### src/rtl/irq_latch_pkg.sv
package irq_latch_pkg;
    // Remembered input level of one line; a rising edge is a HIST_LOW state seeing a high input.
    typedef enum logic {
        HIST_LOW  = 1'b0,
        HIST_HIGH = 1'b1
    } line_hist_e;

    localparam int unsigned DEFAULT_LINES = 8;
endpackage

### src/rtl/trig_mode_reg.sv
module trig_mode_reg #(
    parameter int unsigned          WIDTH   = 8,
    parameter logic [WIDTH-1:0]     WR_MASK = '1
) (
    input  logic             clk,
    input  logic             rst_n,
    input  logic             wr_en,
    input  logic [WIDTH-1:0] wr_data,
    output logic [WIDTH-1:0] mode_q
);
    logic [WIDTH-1:0] mode_d;

    always_comb begin
        mode_d = mode_q;
        if (wr_en) begin
            mode_d = wr_data & WR_MASK;
        end
    end

    always_ff @(posedge clk or negedge rst_n) begin
        if (!rst_n) begin
            mode_q <= '0;
        end else begin
            mode_q <= mode_d;
        end
    end
endmodule

### src/rtl/irq_line_cell.sv
module irq_line_cell
    import irq_latch_pkg::*;
(
    input  logic clk,
    input  logic rst_n,
    input  logic init_clr,
    input  logic level_mode,
    input  logic raw_in,
    input  logic ack,
    output logic pend_q
);
    line_hist_e hist_q;
    line_hist_e hist_d;
    logic       rise;
    logic       pend_d;

    // Next history: follow the input; initialization forgets it.
    always_comb begin
        hist_d = raw_in ? HIST_HIGH : HIST_LOW;
        if (init_clr) begin
            hist_d = HIST_LOW;
        end
    end

    // State register.
    always_ff @(posedge clk or negedge rst_n) begin
        if (!rst_n) begin
            hist_q <= HIST_LOW;
        end else begin
            hist_q <= hist_d;
        end
    end

    // Output logic: rising-edge detect and pending update.
    always_comb begin
        rise = 1'b0;
        unique case (hist_q)
            HIST_LOW:  rise = raw_in;
            HIST_HIGH: rise = 1'b0;
        endcase
        if (init_clr) begin
            pend_d = 1'b0;
        end else if (level_mode) begin
            pend_d = raw_in;
        end else begin
            pend_d = rise | (pend_q & ~ack);
        end
    end

    always_ff @(posedge clk or negedge rst_n) begin
        if (!rst_n) begin
            pend_q <= 1'b0;
        end else begin
            pend_q <= pend_d;
        end
    end
endmodule

### src/rtl/irq_req_latch.sv
module irq_req_latch
    import irq_latch_pkg::*;
#(
    parameter int unsigned              NUM_LINES = DEFAULT_LINES,
    parameter logic [NUM_LINES-1:0]     WR_MASK   = '1
) (
    input  logic                 clk,
    input  logic                 rst_n,
    input  logic                 init_clr,
    input  logic [NUM_LINES-1:0] irq_in,
    input  logic [NUM_LINES-1:0] ack_clr,
    input  logic                 trig_wr_en,
    input  logic [NUM_LINES-1:0] trig_wr_data,
    output logic [NUM_LINES-1:0] trig_mode,
    output logic [NUM_LINES-1:0] pending
);
    trig_mode_reg #(
        .WIDTH   (NUM_LINES),
        .WR_MASK (WR_MASK)
    ) mode_reg_i (
        .clk     (clk),
        .rst_n   (rst_n),
        .wr_en   (trig_wr_en),
        .wr_data (trig_wr_data),
        .mode_q  (trig_mode)
    );

    for (genvar g = 0; g < NUM_LINES; g++) begin : g_line
        irq_line_cell cell_i (
            .clk        (clk),
            .rst_n      (rst_n),
            .init_clr   (init_clr),
            .level_mode (trig_mode[g]),
            .raw_in     (irq_in[g]),
            .ack        (ack_clr[g]),
            .pend_q     (pending[g])
        );
    end
endmodule

### config.mk
export PLATFORM = sky130hd
export DESIGN_NAME = irq_req_latch
export DESIGN_NICKNAME = d
export VERILOG_FILES = /design/src/rtl/irq_latch_pkg.sv /design/src/rtl/trig_mode_reg.sv /design/src/rtl/irq_line_cell.sv /design/src/rtl/irq_req_latch.sv
export SDC_FILE = /design/constraint.sdc
export NUM_CORES = 1
export LEC_CHECK = 0
export ABC_AREA = 1
export BUFFER_PORTS_ARGS = -buffer_cell sky130_fd_sc_hd__buf_2
export CAP_MARGIN = 20
export CORE_UTILIZATION = 47
export DETAILED_ROUTE_END_ITERATION = 10
export PLACE_DENSITY = 0.88
export REMOVE_ABC_BUFFERS = 1
export SLEW_MARGIN = 15
export SYNTH_ARGS = -nofsm -noshare
export SYNTH_HDL_FRONTEND = slang
export SYNTH_SLANG_ARGS = --single-unit
### constraint.sdc
create_clock -name clk -period 0.91 [get_ports clk]
set_input_delay 0.0455 -clock clk [delete_from_list [all_inputs] [get_ports clk]]
set_output_delay 0.0455 -clock clk [all_outputs]
set_load 0.05 [all_outputs]
==> impl_metrics.yaml, run 1 <==
cts:
  cts_tree: "built"
  clk_latency_ns: 0.31
  cts-root-buf: "clkbuf_4"
  numCtsBuffers: 3
  clk_pin_slew_ns: 0.13
  clock-sinks: 24
  clockBufferDepth: 2
  cts_max_level: 1
timing:
  fin_crit_sh_pct: 106
  fin_skew_ns: 0.00128
  setup_ws_ns: -0.0542
  hold_viol_final: 0
  fmax_mhz: 1040
  tightest_slew_ns: 0.527
  relSlewSlack_pct: 64.9
  finalSetupViolations: 17
  fin_crit_ns: 0.964
  maxSlewViolCount: 0
  rsz0062_at_grt: "yes"
  fin_tns_setup_ns: -0.426
min_path:
  hold_start: "trig_wr_en"
  hp-class: "input pin to flop"
  min_to: "mode_reg_i.mode_q[5]"
  holdPathStages: 3
grt:
  antenna_found_initial: 0
  grt_overflow: 0
  grt_max_degree: 25
  grt_pass1_vias: 1101
  grt_pass1_wl_um: 4440
  grtUsageTotal_pct: 23.6
placement:
  io_buffers: 43
  gp_congestion: 0.693
  dpl.hpwl_um: 1430
  placedCellCount: 191
synthesis:
  synth_area_mm2: 0.00114
  synth_warnings: 0
  ys_ff_latch: 24
  netlist-cell-type-count: 10
  syn_inst: 139
  avgSynthCellArea_um2: 8.18
  synth-seq-area-share_pct: 52.8
setup_path:
  r2r-start: "mode_reg_i.mode_q[6]"
  r2r_end: "g_line[6].cell_i.pend_q"
  critPathTopFamily: "flip-flops"
  ff2ff_setup_slack_ns: -0.02
  cp.arrival_ns: 0.92
  path_max_fanout: 2
  cp.required_ns: 0.86
  path_buf_inv: 1
  path_cells: "buf_6"
  critPathSlowestCell: "dfrtp_1"
  critPathMaxStageDelay_ns: 0.44
  start_kind: "flop"
  end_kind: "output port"
  crit_type: "flop to output port"
  reg2reg_depth: 4
detailed_routing:
  drtPass1Iterations: 6
  num_vias: 1067
  ant_nets: 0
  drtIter0Drc: 17
  drc: 0
  drt-vias-per-instance: 4.62
  wl_per_cell_um: 13.3
  drt_wl_total_um: 3060
cells_and_area:
  area_delta_synth_final_pct: 50.9
  fin_util_pct: 76.1
  final_cells: 231
  drive_above_1_share_pct: 32.0
  final_nets: 232
  layout_common_cells: "38 x nand2_1, 27 x buf_2, 25 x dlygate4sd3_1"
  antennaDiodeCount: 0
  multi_input_area_um2: 300
  fillers: 147
  seqCellArea_um2: 601
  mostFrequentLayoutCell: "nand2_1"
run_status:
  violations: "negative setup slack"
  status: "finished with violations"
floorplanning:
  dieArea_mm2: 0.00262
  coreArea_mm2: 0.00225
  die_h_um: 51.2
  placementRows: 17
  dieWidth_um: 51.2
  initial_core_util_pct: 50.4
  ios: 44
power:
  powerDensity_mw_per_mm2: 1460
  ir_drop_uv: 1040
  p_leak_uw: 0.000942
flow_run:
  drv_cap: 0
synthesized netlist by cell type:
cell     count  area share (%)
buf_2        1            0.44
buf_4       16              11
buf_6        1            0.99
buf_8        1             1.3
dfrtp_1     24              53
inv_1       24             7.9
nand2_1     40              13
nor2_1      22             7.3
nor2_4       2             2.0
o21ai_0      8             3.5
cells by family (layout without fill, tap and decap cells):
group	after synthesis	after routing	synth area share, %
simple gates	64	64	22.4
compound gates	8	8	3.52
flops	24	24	52.8
buf+inv	43	107	21.2
flip-flops by register name, indices dropped and copies added, names as in the netlist:
| name | flops |
|---|---|
| g_line.cell_i.hist_q | 8 |
| g_line.cell_i.pend_q | 8 |
| mode_reg_i.mode_q | 8 |
worst max path at each step:
stage                            start  slack [ns]                      end  cells after the start
6_report       g_line[2].cell_i.pend_q       -0.05               pending[2]                      1
5_1_grt        g_line[2].cell_i.pend_q       -0.08               pending[2]                      1
4_1_cts           mode_reg_i.mode_q[7]       -0.05             trig_mode[7]                      1
3_5_place_dp                  init_clr        0.15  g_line[6].cell_i.pend_q                      4
3_3_place_gp                  init_clr        0.16  g_line[6].cell_i.pend_q                      4
2_1_floorplan     mode_reg_i.mode_q[1]       -0.03  g_line[1].cell_i.pend_q                      4
cell type report:
type / count / area share [%]
clock buffer: 4 / 2.11
tap: 28 / 2.04
multi-input combinational: 72 / 17.5
inverter: 24 / 5.39
timing repair buffer: 79 / 38.0
sequential: 24 / 35.0
metrics by stage:
| step | hold slack [ns] | worst slack [ns] | total power, µW | instance area [µm²] |
|---|---|---|---|---|
| 2_1_floorplan | -0.250 | -0.0339 | 1520 | 986 |
| 3_3_place_gp | 0.0468 | 0.157 | 1690 | 1240 |
| 3_5_place_dp | 0.0535 | 0.152 | 1700 | 1240 |
| 4_1_cts | 0.105 | -0.0477 | 2450 | 1680 |
| 5_1_grt | 0.117 | -0.0750 | 2610 | 1720 |
| 6_report | 0.115 | -0.0542 | 2500 | 1720 |
power breakdown:
part / switching [µW] / total, µW / internal, µW
sequential: 55.2 / 1200 / 1140
combinational: 425 / 749 / 323
clock: 310 / 554 / 244
total: 790 / 2500 / 1710
repair_timing:
action,in CTS,in global routing
hold endpoints to repair,48,0
hold buffers,25,0
buffers inserted,7,4
resized for setup,32,7
setup endpoints to repair,16,19
pin swaps,0,1
routing by layer:
| metal | GRT usage, % | vias to the layer above | part of all wire, % |
|---|---|---|---|
| li1 | - | 514 | - |
| met1 | 23.7 | 487 | 39 |
| met2 | 44.1 | 54 | 51 |
| met3 | 4.76 | 12 | 6.0 |
| met4 | 13.9 | 0 | 3.6 |
| met5 | 0 | - | 0 |
Note: power is estimated with default switching activity, not from simulation.
==> inputs of run 2 (changes only) <==
--- a/config.mk
+++ b/config.mk
@@ -6,7 +6,7 @@
 export NUM_CORES = 1
 export LEC_CHECK = 0
 export ABC_AREA = 1
-export BUFFER_PORTS_ARGS = -buffer_cell sky130_fd_sc_hd__buf_2
+export BUFFER_PORTS_ARGS = -buffer_cell sky130_fd_sc_hd__buf_4
 export CAP_MARGIN = 20
 export CORE_UTILIZATION = 47
 export DETAILED_ROUTE_END_ITERATION = 10
==> run 2 against run 1 <==
Compared with the run above: the run still ends with negative setup slack left; sequential power hardly changed; sequential cell count stayed put; design area is 3.4% higher; clock skew is 0.00083 ns higher; largest power group unchanged.
==> impl_metrics.yaml, run 2 (synthesis gave the netlist of run 1 again) <==
setup_path:
  path_cells: "buf_6"
  ff2ff_setup_slack_ns: 0.03
  cp.arrival_ns: 0.91
  endpoint: "trig_mode[4]"
  r2r_end: "g_line[1].cell_i.pend_q"
  crit_type: "flop to output port"
  reg2reg_depth: 5
  cp.required_ns: 0.86
  path_buf_inv: 1
  crit_path_start: "mode_reg_i.mode_q[4]"
  end_kind: "output port"
  critPathSlowestCell: "dfrtp_1"
  cp.depth: 1
  critPathMaxStageDelay_ns: 0.44
  path_max_fanout: 2
  critPathTopFamily: "flip-flops"
  start_kind: "flop"
  r2r-start: "mode_reg_i.mode_q[1]"
cells_and_area:
  fin_util_pct: 78.7
  mostFrequentLayoutCell: "nand2_1"
  fillers: 115
  antennaDiodeCount: 0
  area_delta_synth_final_pct: 56.1
  multi_input_area_um2: 308
  final_cells: 227
  drive_above_1_share_pct: 33.7
  seqCellArea_um2: 601
  largest_registers: "g_line.cell_i.hist_q (8), g_line.cell_i.pend_q (8), mode_reg_i.mode_q (8)"
  final_nets: 228
  layout_common_cells: "37 x nand2_1, 30 x buf_4, 25 x dlygate4sd3_1"
detailed_routing:
  drt_wl_total_um: 3050
  top_layer: "met4"
  wl_met3_um: 241
  drtIter0Drc: 21
  ant_nets: 0
  drt-vias-per-instance: 4.71
  wl_met2_um: 1490
  drt-met1-wl_um: 1180
  drc: 0
  wl_per_cell_um: 13.4
  num_vias: 1069
  drtPass1Iterations: 4
grt:
  grt_pass1_vias: 1140
  grt_overflow: 0
  grt_pass1_wl_um: 4730
  grt_max_degree: 25
  antenna_found_initial: 0
  grtUsageTotal_pct: 25.3
cts:
  clock-sinks: 24
  clockBufferDepth: 2
  cts_tree: "built"
  clk_pin_slew_ns: 0.13
  cts-root-buf: "clkbuf_4"
  cts_max_level: 1
  numCtsBuffers: 3
  clk_latency_ns: 0.30
timing:
  relSlewSlack_pct: 80.0
  finalSetupViolations: 16
  tightest_slew_ns: 0.299
  fin_crit_sh_pct: 105
  rsz0062_at_grt: "yes"
  fin_crit_ns: 0.958
  fmax_mhz: 1040
  fin_tns_setup_ns: -0.381
  setup_ws_ns: -0.0481
  fin_skew_ns: 0.00212
  hold_viol_final: 0
  maxSlewViolCount: 0
floorplanning:
  die_h_um: 51.2
  placementRows: 17
  dieWidth_um: 51.2
  dieArea_mm2: 0.00262
  initial_core_util_pct: 50.4
  ios: 44
  coreArea_mm2: 0.00225
power:
  ir_drop_uv: 904
  powerDensity_mw_per_mm2: 1420
  p_leak_uw: 0.000947
run_status:
  status: "finished with violations"
  violations: "negative setup slack"
placement:
  gp_congestion: 0.715
  placedCellCount: 191
  post-place-ws_ns: 0.175
  io_buffers: 43
flow_run:
  drv_cap: 0
min_path:
  hp-class: "input pin to flop"
[run 2: timing repair]
action / 4_1_cts / 5_1_grt
setup buffers: 5 / 2
hold buffers: 25 / 0
cloned: 0 / 0
endpoints found under the setup margin: 16 / 21
pin swaps: 0 / 2
hold endpoints to repair: 48 / 0
gates resized for setup: 16 / 17
[run 2: worst min path at each step]
stage,cells after the start,slack [ns],to,start
floorplan,0,-0.25,g_line[0].cell_i.hist_q,rst_n
global placement,1,-0.05,mode_reg_i.mode_q[1],rst_n
detailed placement,1,-0.04,g_line[1].cell_i.pend_q,rst_n
CTS,2,0.04,g_line[0].cell_i.hist_q,init_clr
global route,2,0.05,g_line[0].cell_i.hist_q,init_clr
finish,2,0.06,mode_reg_i.mode_q[5],trig_wr_en
[run 2: routing by layer]
layer / track usage, % / up-vias
met5: 0 / -
met4: 16.2 / 0
met3: 5.06 / 16
met2: 45.6 / 61
met1: 26.3 / 486
li1: - / 506
[run 2: area by class of cell]
| class | count | area share [%] |
|---|---|---|
| timing repair buffer | 75 | 39.5 |
| sequential | 24 | 33.8 |
| multi-input combinational | 72 | 17.3 |
| inverter | 24 | 5.36 |
| clock buffer | 4 | 2.04 |
| tap | 28 | 1.97 |
[run 2: where the power goes]
group | total, µW | switching [µW] | internal (µW)
logic | 782 | 431 | 351
clock network | 546 | 302 | 244
registers | 1200 | 58.7 | 1140
[run 2: through the flow]
step / hold slack [ns] / instance area, µm² / power, µW
2_1_floorplan: -0.250 / 986 / 1520
3_3_place_gp: -0.0498 / 1340 / 1750
3_5_place_dp: -0.0418 / 1340 / 1770
4_1_cts: 0.0449 / 1730 / 2470
5_1_grt: 0.0503 / 1780 / 2640
6_report: 0.0580 / 1780 / 2530
==> inputs of run 3 (changes only) <==
--- a/config.mk
+++ b/config.mk
@@ -8,6 +8,7 @@
 export ABC_AREA = 1
 export BUFFER_PORTS_ARGS = -buffer_cell sky130_fd_sc_hd__buf_4
 export CAP_MARGIN = 20
+export CORE_ASPECT_RATIO = 0.8
 export CORE_UTILIZATION = 47
 export DETAILED_ROUTE_END_ITERATION = 10
 export PLACE_DENSITY = 0.88
==> run 3 against run 2 <==
Compared with the run above: the run ends with design-rule violations, negative setup slack left; critical path type unchanged; critical path depth stayed put; largest cell class unchanged; design area is 0.49% lower; register-to-register slack worse by 0.05 ns.
==> impl_metrics.yaml, run 3 (synthesis gave the netlist of run 1 again) <==
floorplanning:
  initial_core_util_pct: 51.4
  dieWidth_um: 57
  die_h_um: 46
  dieArea_mm2: 0.00262
  ios: 44
  coreArea_mm2: 0.00221
  placementRows: 15
min_path:
  hold_start: "init_clr"
  holdPathStages: 2
  hp-class: "input pin to flop"
  min_to: "g_line[0].cell_i.hist_q"
cts:
  clock-sinks: 24
  numCtsBuffers: 3
  clk_latency_ns: 0.32
  cts_max_level: 1
  cts-root-buf: "clkbuf_4"
  clockBufferDepth: 2
  cts_tree: "built"
  clk_pin_slew_ns: 0.14
setup_path:
  reg2reg_depth: 3
  path_max_fanout: 2
  path_cells: "buf_6"
  ff2ff_setup_slack_ns: -0.02
  cp.arrival_ns: 0.92
  critPathSlowestCell: "dfrtp_1"
  critPathTopFamily: "flip-flops"
  critPathMaxStageDelay_ns: 0.44
  path_buf_inv: 1
  r2r_end: "mode_reg_i.mode_q[7]"
  cp.required_ns: 0.86
  crit_type: "flop to output port"
  start_kind: "flop"
  end_kind: "output port"
  r2r-start: "mode_reg_i.mode_q[7]"
detailed_routing:
  drtPass1Iterations: 7
  drc: 4
  drt_wl_total_um: 2840
  num_vias: 1026
  wl_per_cell_um: 12.6
  drtIter0Drc: 34
  ant_nets: 0
  drt-vias-per-instance: 4.56
power:
  p_sw_uw: 791
  p_comb_share_pct: 28.0
  internal_power_uw: 1930
  swShare_pct: 29.1
  p_clk_share_pct: 28.1
  pwr-share-seq_pct: 43.9
  p_leak_uw: 0.000955
  powerDensity_mw_per_mm2: 1540
  ir_drop_uv: 1410
timing:
  fmax_mhz: 1040
  fin_crit_ns: 0.965
  fin_tns_setup_ns: -0.472
  fin_skew_ns: 0.0114
  setup_ws_ns: -0.0548
  hold_viol_final: 0
  rsz0062_at_grt: "yes"
  finalSetupViolations: 17
  maxSlewViolCount: 0
  fin_crit_sh_pct: 106
  whs_ns: 0.0515
  relSlewSlack_pct: 80.8
  tightest_slew_ns: 0.285
grt:
  grt_max_degree: 25
  grtUsageTotal_pct: 23.0
  antenna_found_initial: 0
  grt_overflow: 0
  grt_pass1_vias: 1023
  grt_pass1_wl_um: 4370
cells_and_area:
  final_cells: 225
  fin_util_pct: 79.8
  area_delta_synth_final_pct: 55.3
  largest_registers: "g_line.cell_i.hist_q (8), g_line.cell_i.pend_q (8), mode_reg_i.mode_q (8)"
  mostFrequentLayoutCell: "nand2_1"
  layout_common_cells: "40 x nand2_1, 34 x buf_4, 25 x dlygate4sd3_1"
  fillers: 131
  antennaDiodeCount: 0
  seqCellArea_um2: 601
  multi_input_area_um2: 295
  drive_above_1_share_pct: 30.5
  final_nets: 229
placement:
  dpl.hpwl_um: 1400
  placedCellCount: 188
  io_buffers: 43
  gp_congestion: 0.668
  post-place-ws_ns: 0.180
flow_run:
  drv_cap: 0
run_status:
  violations: "design-rule violations, negative setup slack"
  status: "finished with violations"
==> run 3: per-layer routing <==
metal | track usage [%] | vias to the layer above | wire [µm]
li1 | - | 507 | -
met1 | 24.8 | 467 | 1120
met2 | 43.5 | 48 | 1490
met3 | 8.52 | 4 | 214
met4 | 5.85 | 0 | 22
met5 | 0 | - | 0
==> run 3: how the worst max path moves through the flow <==
stage                     slack, ns                  from  cells past startpoint                 endpoint
final                         -0.05  mode_reg_i.mode_q[6]                      1             trig_mode[6]
after global routing          -0.09  mode_reg_i.mode_q[1]                      1             trig_mode[1]
after CTS                     -0.06  mode_reg_i.mode_q[1]                      1             trig_mode[1]
after detailed placement       0.18  mode_reg_i.mode_q[3]                      4  g_line[3].cell_i.pend_q
after global placement         0.21  mode_reg_i.mode_q[6]                      4  g_line[6].cell_i.pend_q
after floorplan               -0.03  mode_reg_i.mode_q[1]                      4  g_line[1].cell_i.pend_q
==> run 3: timing repair <==
| item | in CTS | in global routing |
|---|---|---|
| hold buffers | 25 | 0 |
| endpoints found under the hold margin | 48 | 0 |
| setup buffers | 6 | 2 |
| setup endpoints to repair | 16 | 21 |
| resized for setup | 16 | 5 |
==> run 3: per-stage QoR <==
| step | power (µW) | area [µm²] |
|---|---|---|
| 2_1_floorplan | 1520 | 986 |
| 3_3_place_gp | 1750 | 1340 |
| 3_5_place_dp | 1770 | 1340 |
| 4_1_cts | 2700 | 1750 |
| 5_1_grt | 2830 | 1770 |
| 6_report | 2720 | 1770 |
==> run 3: cell type report <==
type / count / share of cell area, %
sequential: 24 / 34.0
inverter: 24 / 5.10
clock inverter: 1 / 1.70
multi-input combinational: 72 / 16.7
tap: 25 / 1.77
timing repair buffer: 76 / 39.4
clock buffer: 3 / 1.27
==> run 3: power groups by stage <==
| stage | sequential [µW] | clock, µW | combinational, µW |
|---|---|---|---|
| final | 1190 | 764 | 762 |
| after floorplan | 1410 | 0 | 110 |
| after global routing | 1200 | 811 | 813 |
| after global placement | 1200 | 0 | 553 |
| after detailed placement | 1200 | 0 | 564 |
| after CTS | 1190 | 787 | 725 |
